### config.mk
export PLATFORM = sky130hd
export DESIGN_NAME = bootcfg_loader
export DESIGN_NICKNAME = d
export VERILOG_FILES = /design/src/rtl/bootcfg_pkg.sv /design/src/rtl/bootcfg_clkdiv.sv /design/src/rtl/bootcfg_shifter.sv /design/src/rtl/bootcfg_decode.sv /design/src/rtl/bootcfg_loader.sv
export SDC_FILE = /design/constraint.sdc
export NUM_CORES = 1
export LEC_CHECK = 0
export BUFFER_PORTS_ARGS = -buffer_cell sky130_fd_sc_hd__buf_2
export CAP_MARGIN = 10
export CORE_ASPECT_RATIO = 1.2
export CORE_MARGIN = 5
export CORE_UTILIZATION = 50
export CTS_BUF_LIST = sky130_fd_sc_hd__clkbuf_2 sky130_fd_sc_hd__clkbuf_4 sky130_fd_sc_hd__clkbuf_8
export DETAILED_ROUTE_END_ITERATION = 8
export PLACE_DENSITY_LB_ADDON = 0.1
export SLEW_MARGIN = 20
export SYNTH_ARGS = -nofsm -noshare
export SYNTH_HDL_FRONTEND = slang
export SYNTH_SLANG_ARGS = --single-unit
### constraint.sdc
create_clock -name clk -period 3.1 [get_ports clk]
set_clock_uncertainty 0.15 [all_clocks]
set_input_delay 0.62 -clock clk [delete_from_list [all_inputs] [get_ports clk]]
set_output_delay 0.62 -clock clk [all_outputs]
set_load 0.01 [all_outputs]
### src/rtl/bootcfg_pkg.sv
package bootcfg_pkg;

    typedef enum logic [2:0] {
        S_LOAD,
        S_COLD_HOLD,
        S_RST_GAP,
        S_RUN,
        S_WARM
    } ldr_state_t;

    typedef struct packed {
        logic [1:0] sys_id;
        logic       fast_mul_off;
        logic [2:0] wr_delay;
        logic [1:0] drive;
        logic       bus32;
        logic       timer_int_off;
        logic [1:0] wr_mode;
        logic       big_endian;
        logic [2:0] clk_ratio;
        logic [3:0] xmit_pat;
    } mode_fields_t;

    localparam logic [2:0] RATIO_RSV   = 3'd7;
    localparam logic [1:0] WRMODE_RSV  = 2'b01;
    localparam logic [3:0] PAT_MAX_OK  = 4'd8;

endpackage

### src/rtl/bootcfg_clkdiv.sv
module bootcfg_clkdiv #(
    parameter int DIV_LOG2 = 8
) (
    input  logic clk,
    input  logic pwr_good,
    input  logic en,
    output logic mode_clk,
    output logic rise_stb
);
    localparam int HALF_M1 = (1 << (DIV_LOG2 - 1)) - 1;

    logic [DIV_LOG2-1:0] cnt;

    always_ff @(posedge clk or negedge pwr_good) begin
        if (!pwr_good)
            cnt <= '0;
        else if (en)
            cnt <= cnt + 1'b1;
        else
            cnt <= '0;
    end

    // upper counter bit is the divided clock; strobe marks its rising edge
    assign mode_clk = cnt[DIV_LOG2-1];
    assign rise_stb = en && (cnt == DIV_LOG2'(HALF_M1));
endmodule

### src/rtl/bootcfg_shifter.sv
module bootcfg_shifter #(
    parameter int NBITS = 256
) (
    input  logic             clk,
    input  logic             pwr_good,
    input  logic             stb,
    input  logic             din,
    output logic [NBITS-1:0] vec_now,
    output logic             last
);
    localparam int CW = $clog2(NBITS);

    logic [NBITS-2:0] sr;
    logic [CW-1:0]    bit_cnt;

    always_ff @(posedge clk or negedge pwr_good) begin
        if (!pwr_good) begin
            sr      <= '0;
            bit_cnt <= '0;
        end else if (stb) begin
            sr      <= {din, sr[NBITS-2:1]};
            bit_cnt <= last ? '0 : bit_cnt + 1'b1;
        end
    end

    // bit 0 arrived first, so it sits at the low end; the live input is bit N-1
    assign vec_now = {din, sr};
    assign last    = stb && (bit_cnt == CW'(NBITS - 1));
endmodule

### src/rtl/bootcfg_decode.sv
module bootcfg_decode
    import bootcfg_pkg::*;
#(
    parameter int NBITS = 256
) (
    input  logic [NBITS-1:0] vec,
    output mode_fields_t     fields,
    output logic             bad
);
    function automatic logic [NBITS-1:0] rsv_mask();
        logic [NBITS-1:0] m;
        for (int i = 0; i < NBITS; i++)
            m[i] = (i == 0) || (i == 18) || (i >= 20 && i <= 24) || (i >= 27);
        return m;
    endfunction

    localparam logic [NBITS-1:0] RSV_MASK = rsv_mask();

    always_comb begin
        fields.xmit_pat      = vec[4:1];
        fields.clk_ratio     = vec[7:5];
        fields.big_endian    = vec[8];
        fields.wr_mode       = vec[10:9];
        fields.timer_int_off = vec[11];
        fields.bus32         = vec[12];
        fields.drive         = vec[14:13];
        fields.wr_delay      = vec[17:15];
        fields.fast_mul_off  = vec[19];
        fields.sys_id        = vec[26:25];
    end

    assign bad = (|(vec & RSV_MASK))
               || (fields.clk_ratio == RATIO_RSV)
               || (fields.wr_mode == WRMODE_RSV)
               || (fields.xmit_pat > PAT_MAX_OK);
endmodule

### src/rtl/bootcfg_loader.sv
module bootcfg_loader
    import bootcfg_pkg::*;
#(
    parameter int DIV_LOG2    = 8,
    parameter int STREAM_BITS = 256,
    parameter int COLD_HOLD   = 65537,
    parameter int RST_GAP     = 65
) (
    input  logic       clk,
    input  logic       pwr_good,
    input  logic       warm_req,
    input  logic       mode_din,
    output logic       mode_clk,
    output logic       cold_rst_n,
    output logic       rst_n,
    output logic [3:0] xmit_pat,
    output logic [2:0] clk_ratio,
    output logic       big_endian,
    output logic [1:0] wr_mode,
    output logic       timer_int_off,
    output logic       bus32,
    output logic [1:0] drive,
    output logic [2:0] wr_delay,
    output logic       fast_mul_off,
    output logic [1:0] sys_id,
    output logic       cfg_err
);
    localparam int TMAX = (COLD_HOLD > RST_GAP) ? COLD_HOLD : RST_GAP;
    localparam int TW   = $clog2(TMAX + 1);

    ldr_state_t       state, state_nxt;
    logic [TW-1:0]    tmr;
    logic             rise_stb, load_done, dec_bad;
    logic [STREAM_BITS-1:0] stream_vec;
    mode_fields_t     dec_fld, fld_q;

    bootcfg_clkdiv #(.DIV_LOG2(DIV_LOG2)) u_div (
        .clk      (clk),
        .pwr_good (pwr_good),
        .en       (state == S_LOAD),
        .mode_clk (mode_clk),
        .rise_stb (rise_stb)
    );

    bootcfg_shifter #(.NBITS(STREAM_BITS)) u_shift (
        .clk      (clk),
        .pwr_good (pwr_good),
        .stb      (rise_stb),
        .din      (mode_din),
        .vec_now  (stream_vec),
        .last     (load_done)
    );

    bootcfg_decode #(.NBITS(STREAM_BITS)) u_dec (
        .vec    (stream_vec),
        .fields (dec_fld),
        .bad    (dec_bad)
    );

    // next state
    always_comb begin
        state_nxt = state;
        unique case (state)
            S_LOAD:      if (load_done) state_nxt = S_COLD_HOLD;
            S_COLD_HOLD: if (tmr == TW'(COLD_HOLD - 1)) state_nxt = S_RST_GAP;
            S_RST_GAP:   if (!warm_req && tmr == TW'(RST_GAP - 1)) state_nxt = S_RUN;
            S_RUN:       if (warm_req) state_nxt = S_WARM;
            S_WARM:      if (!warm_req) state_nxt = S_RST_GAP;
            default:     state_nxt = S_LOAD;
        endcase
    end

    // state register and phase timer
    always_ff @(posedge clk or negedge pwr_good) begin
        if (!pwr_good) begin
            state <= S_LOAD;
            tmr   <= '0;
        end else begin
            state <= state_nxt;
            if (state_nxt != state || (state == S_RST_GAP && warm_req))
                tmr <= '0;
            else if (state == S_COLD_HOLD || state == S_RST_GAP)
                tmr <= tmr + 1'b1;
        end
    end

    // registered outputs
    always_ff @(posedge clk or negedge pwr_good) begin
        if (!pwr_good) begin
            cold_rst_n <= 1'b0;
            rst_n      <= 1'b0;
            fld_q      <= '0;
            cfg_err    <= 1'b0;
        end else begin
            cold_rst_n <= !(state_nxt == S_LOAD || state_nxt == S_COLD_HOLD);
            rst_n      <= (state_nxt == S_RUN);
            if (load_done) begin
                fld_q   <= dec_fld;
                cfg_err <= cfg_err | dec_bad;
            end
        end
    end

    assign xmit_pat      = fld_q.xmit_pat;
    assign clk_ratio     = fld_q.clk_ratio;
    assign big_endian    = fld_q.big_endian;
    assign wr_mode       = fld_q.wr_mode;
    assign timer_int_off = fld_q.timer_int_off;
    assign bus32         = fld_q.bus32;
    assign drive         = fld_q.drive;
    assign wr_delay      = fld_q.wr_delay;
    assign fast_mul_off  = fld_q.fast_mul_off;
    assign sys_id        = fld_q.sys_id;
endmodule

==> metrics <==
Tot Pwr 0.00803 W; met2 WL 11.4 mm; post-route insts no fill 1,800; post-DR wirelength/cell 13.7 µm; core area 0.0253 mm²; worst endpoint required time 3.40 ns; Die Y 185 µm; Achievable Freq 387 MHz; max layer used met4; register area share after synthesis 0.616; relative slew slack 0.497; Area Overhead vs Synth 11.7%; Seq pwr share 0.523; Layout Nets 1,442; Post-synth ARST share 1.00; worst skew pair latency 0.56 ns; delay-heaviest family, CP simple AND/OR/NAND/NOR gates; Avg Vias per Cell 5.05; antenna cells 0; r2r setup slk 0.51 ns; CP Class register to register; HPWL after detailed placement 14.7 mm; reg2reg end u_shift.sr[87]$_DFFE_PN0P_; TritonCTS clock tree yes; initial antenna violation count 0; clk buf depth 3; Post-Route WL 24.6 mm; RSZ-0062 raised after global routing false; placed cell area 0.0132 mm²; register area 0.00786 mm²; Worst Hold Depth 3; Final Max Slew Viols 0; WL met3 843 µm; Cell variety after synth 38; gpl congestion 0.744; number of synthesized flops with an enable pin 0; Cell Int Power 0.00625 W; Critical Path Stages 5; Synth Instances 1,401; Fin. Hold Viols 0; die area 0.0288 mm²; share of cells above drive strength 1 0.108; PwrDens 564 mW/mm²; pin count of the biggest net entering global routing 142; cts hold-fix bufs 1; crit-path max FO 76; hold_ws 0.131 ns; reported leakage power 7.96 nW; Mean Syn Cell Area 9.10 µm²; max incr delay on CP 0.61 ns; max_cap viols 0; DRC viols 0; Mapped Area 0.0127 mm²; clk sinks 314; CP bufs+invs 1; FP Rows 64; Crit path top cell by count nand2_1; Clk pwr share 0.451; first-pass GRT wire length 44.2 mm; number of fillers in the final layout 2,348; Die Wd 156 µm; Tightest Hold Check Type input port to register; sw frac 0.222; Post-Syn Nets 1,409; CTS Buf Count 51; Via Count 9,094; CP endpoint kind register; Reg2Reg Launch Point state[2]$_DFF_PN0_; Hold Path End u_shift.sr[254]$_DFFE_PN0P_; Finished Cell Area 0.0142 mm²; port bufs 27; outcome finished clean; vias in the first global route 9,110; number of DRC markers in iteration 0 595; Resized cells post-CTS 0; Initial Util 0.504; Max VDD drop 0.342 mV; Metal-1 WL 11.9 mm; Least-Margin Pin Slew 0.754 ns; clk root buf clkbuf_8; post-route minimum period 2.59 ns; router iterations before antenna repair 4; cells along the critical path or3_1 > or4_4 > buf_4 > nand2_1 > nand2_1; critical path startpoint category register; Slowest-stage cell, CP or4_4; grt ovf 0; Psw 0.00178 W; CP arrival 2.88 ns; combinational share of power 0.026; dpl cells 1,710; fin crit share 0.834; Multi-input gate area 0.00454 mm²; Post-CTS Setup Bufs 0; GRT Total Usage 0.180; Yosys Warn Count 0; CTS H-tree lvls 2; Setup TNS 0 ns; flops & latches, synth 314; ANT nets after route 0; Clock transition at path regs 0.06 ns; Top Ports 28; FF-to-FF path depth 5; hold path start mode_din; final setup vio count 0; predominant post-synthesis flop cell dfrtp_1
[cell families (layout without fill, tap and decap cells)]
family,count (synthesis),count (layout),synth area share
buffers and inverters,71,140,0.0284
adders and majority gates,4,4,0.00393
xor gates and xnor gates,23,23,0.0158
and+or+nand+nor,944,944,0.305
DFF,314,314,0.616
AOI/OAI and AO/OA,24,24,0.0125
muxes,21,21,0.0185
[state kept, by name, indices dropped and copies added, names as in the netlist]
signal           flops
rst_n                1
cfg_err              1
state                3
wr_delay             3
u_shift.bit_cnt      8
clk_ratio            3
tmr                 17
cold_rst_n           1
big_endian           1
u_shift.sr         255
wr_mode              2
bus32                1
fast_mul_off         1
timer_int_off        1
drive                2
sys_id               2
u_div.cnt            8
xmit_pat             4
[cell usage after synthesis, drive strengths merged, types with 2 or more instances]
master  instances  area (µm²)
nand4          23         144
and3            6        37.5
nor3b           2        15.0
clkbuf         11        41.3
nor4           70         444
buf            55         302
nand3          14        70.1
or3             3        18.8
a21oi           6        30.0
xor2           12         105
nand2b          3        18.8
nor2           24        90.1
o21ai           9        48.8
dfrtp         314        7860
xnor2          11        96.3
and4            3        26.3
nand2         785        2950
nor3            5        25.0
mux2           20         225
ha              4        50.1
inv             5        18.8
o31ai           3        22.5
nand3b          2        15.0
[layout by cell type (no fill, tap or decap), types with 12 or more instances in the layout]
master and instances:
nand2_1 785, clkbuf_4 21, nor4_1 69, mux2_2 20
dfrtp_1 314, xor2_1 12, nand4_1 23, nand3_1 14
buf_2 26, nor2_1 24, clkbuf_8 61
[routing by layer]
| layer | vias up | track usage |
|---|---|---|
| li1 | 4551 | - |
| met1 | 4392 | 0.258 |
| met2 | 109 | 0.281 |
| met3 | 42 | 0.0360 |
| met4 | 0 | 0.0497 |
| met5 | - | 0 |
[power groups by stage]
stage / clock (W) / combinational [W] / sequential (W)
after floorplan: 0 / 0.000104 / 0.00426
after global placement: 0 / 0.000216 / 0.00427
after detailed placement: 0 / 0.000221 / 0.00427
after CTS: 0.00374 / 0.000223 / 0.00420
after global routing: 0.00393 / 0.000249 / 0.00421
final: 0.00362 / 0.000212 / 0.00420
[cell type report]
type                            instances  share of cell area
Clock inverter                          7             0.00290
Clock buffer                           82              0.0700
Timing Repair Buffer                   46              0.0265
Multi-Input combinational cell       1016               0.319
Sequential cell                       314               0.552
Inverter                                5             0.00132
Tap cell                              330              0.0290
[worst reg2reg max path, cell delays in order, from the launching register on]
cell and delay [ns]:
dfrtp_1 0.49, or3_1 0.57, or4_4 0.61, buf_4 0.38
nand2_1 0.21, nand2_1 0.07
[metrics by stage]
stage | util | setup WS [ns]
CTS | 0.563 | 0.507
global route | 0.563 | 0.327
detailed placement | 0.521 | 0.526
global placement | 0.521 | 0.561
finish | 0.563 | 0.513
floorplan | - | 0.804
[worst max path at each step]
stage / slack [ns] / endpoint / start
after global routing: 0.33 / u_shift.sr[179]$_DFFE_PN0P_ / state[2]$_DFF_PN0_
after detailed placement: 0.53 / u_shift.sr[87]$_DFFE_PN0P_ / state[2]$_DFF_PN0_
after CTS: 0.51 / u_shift.sr[87]$_DFFE_PN0P_ / state[2]$_DFF_PN0_
after floorplan: 0.80 / tmr[6]$_DFFE_PN0P_ / state[0]$_DFF_PN0_
final: 0.51 / u_shift.sr[87]$_DFFE_PN0P_ / state[2]$_DFF_PN0_
after global placement: 0.56 / u_shift.sr[96]$_DFFE_PN0P_ / state[2]$_DFF_PN0_
(Power assumes the default switching activity.)
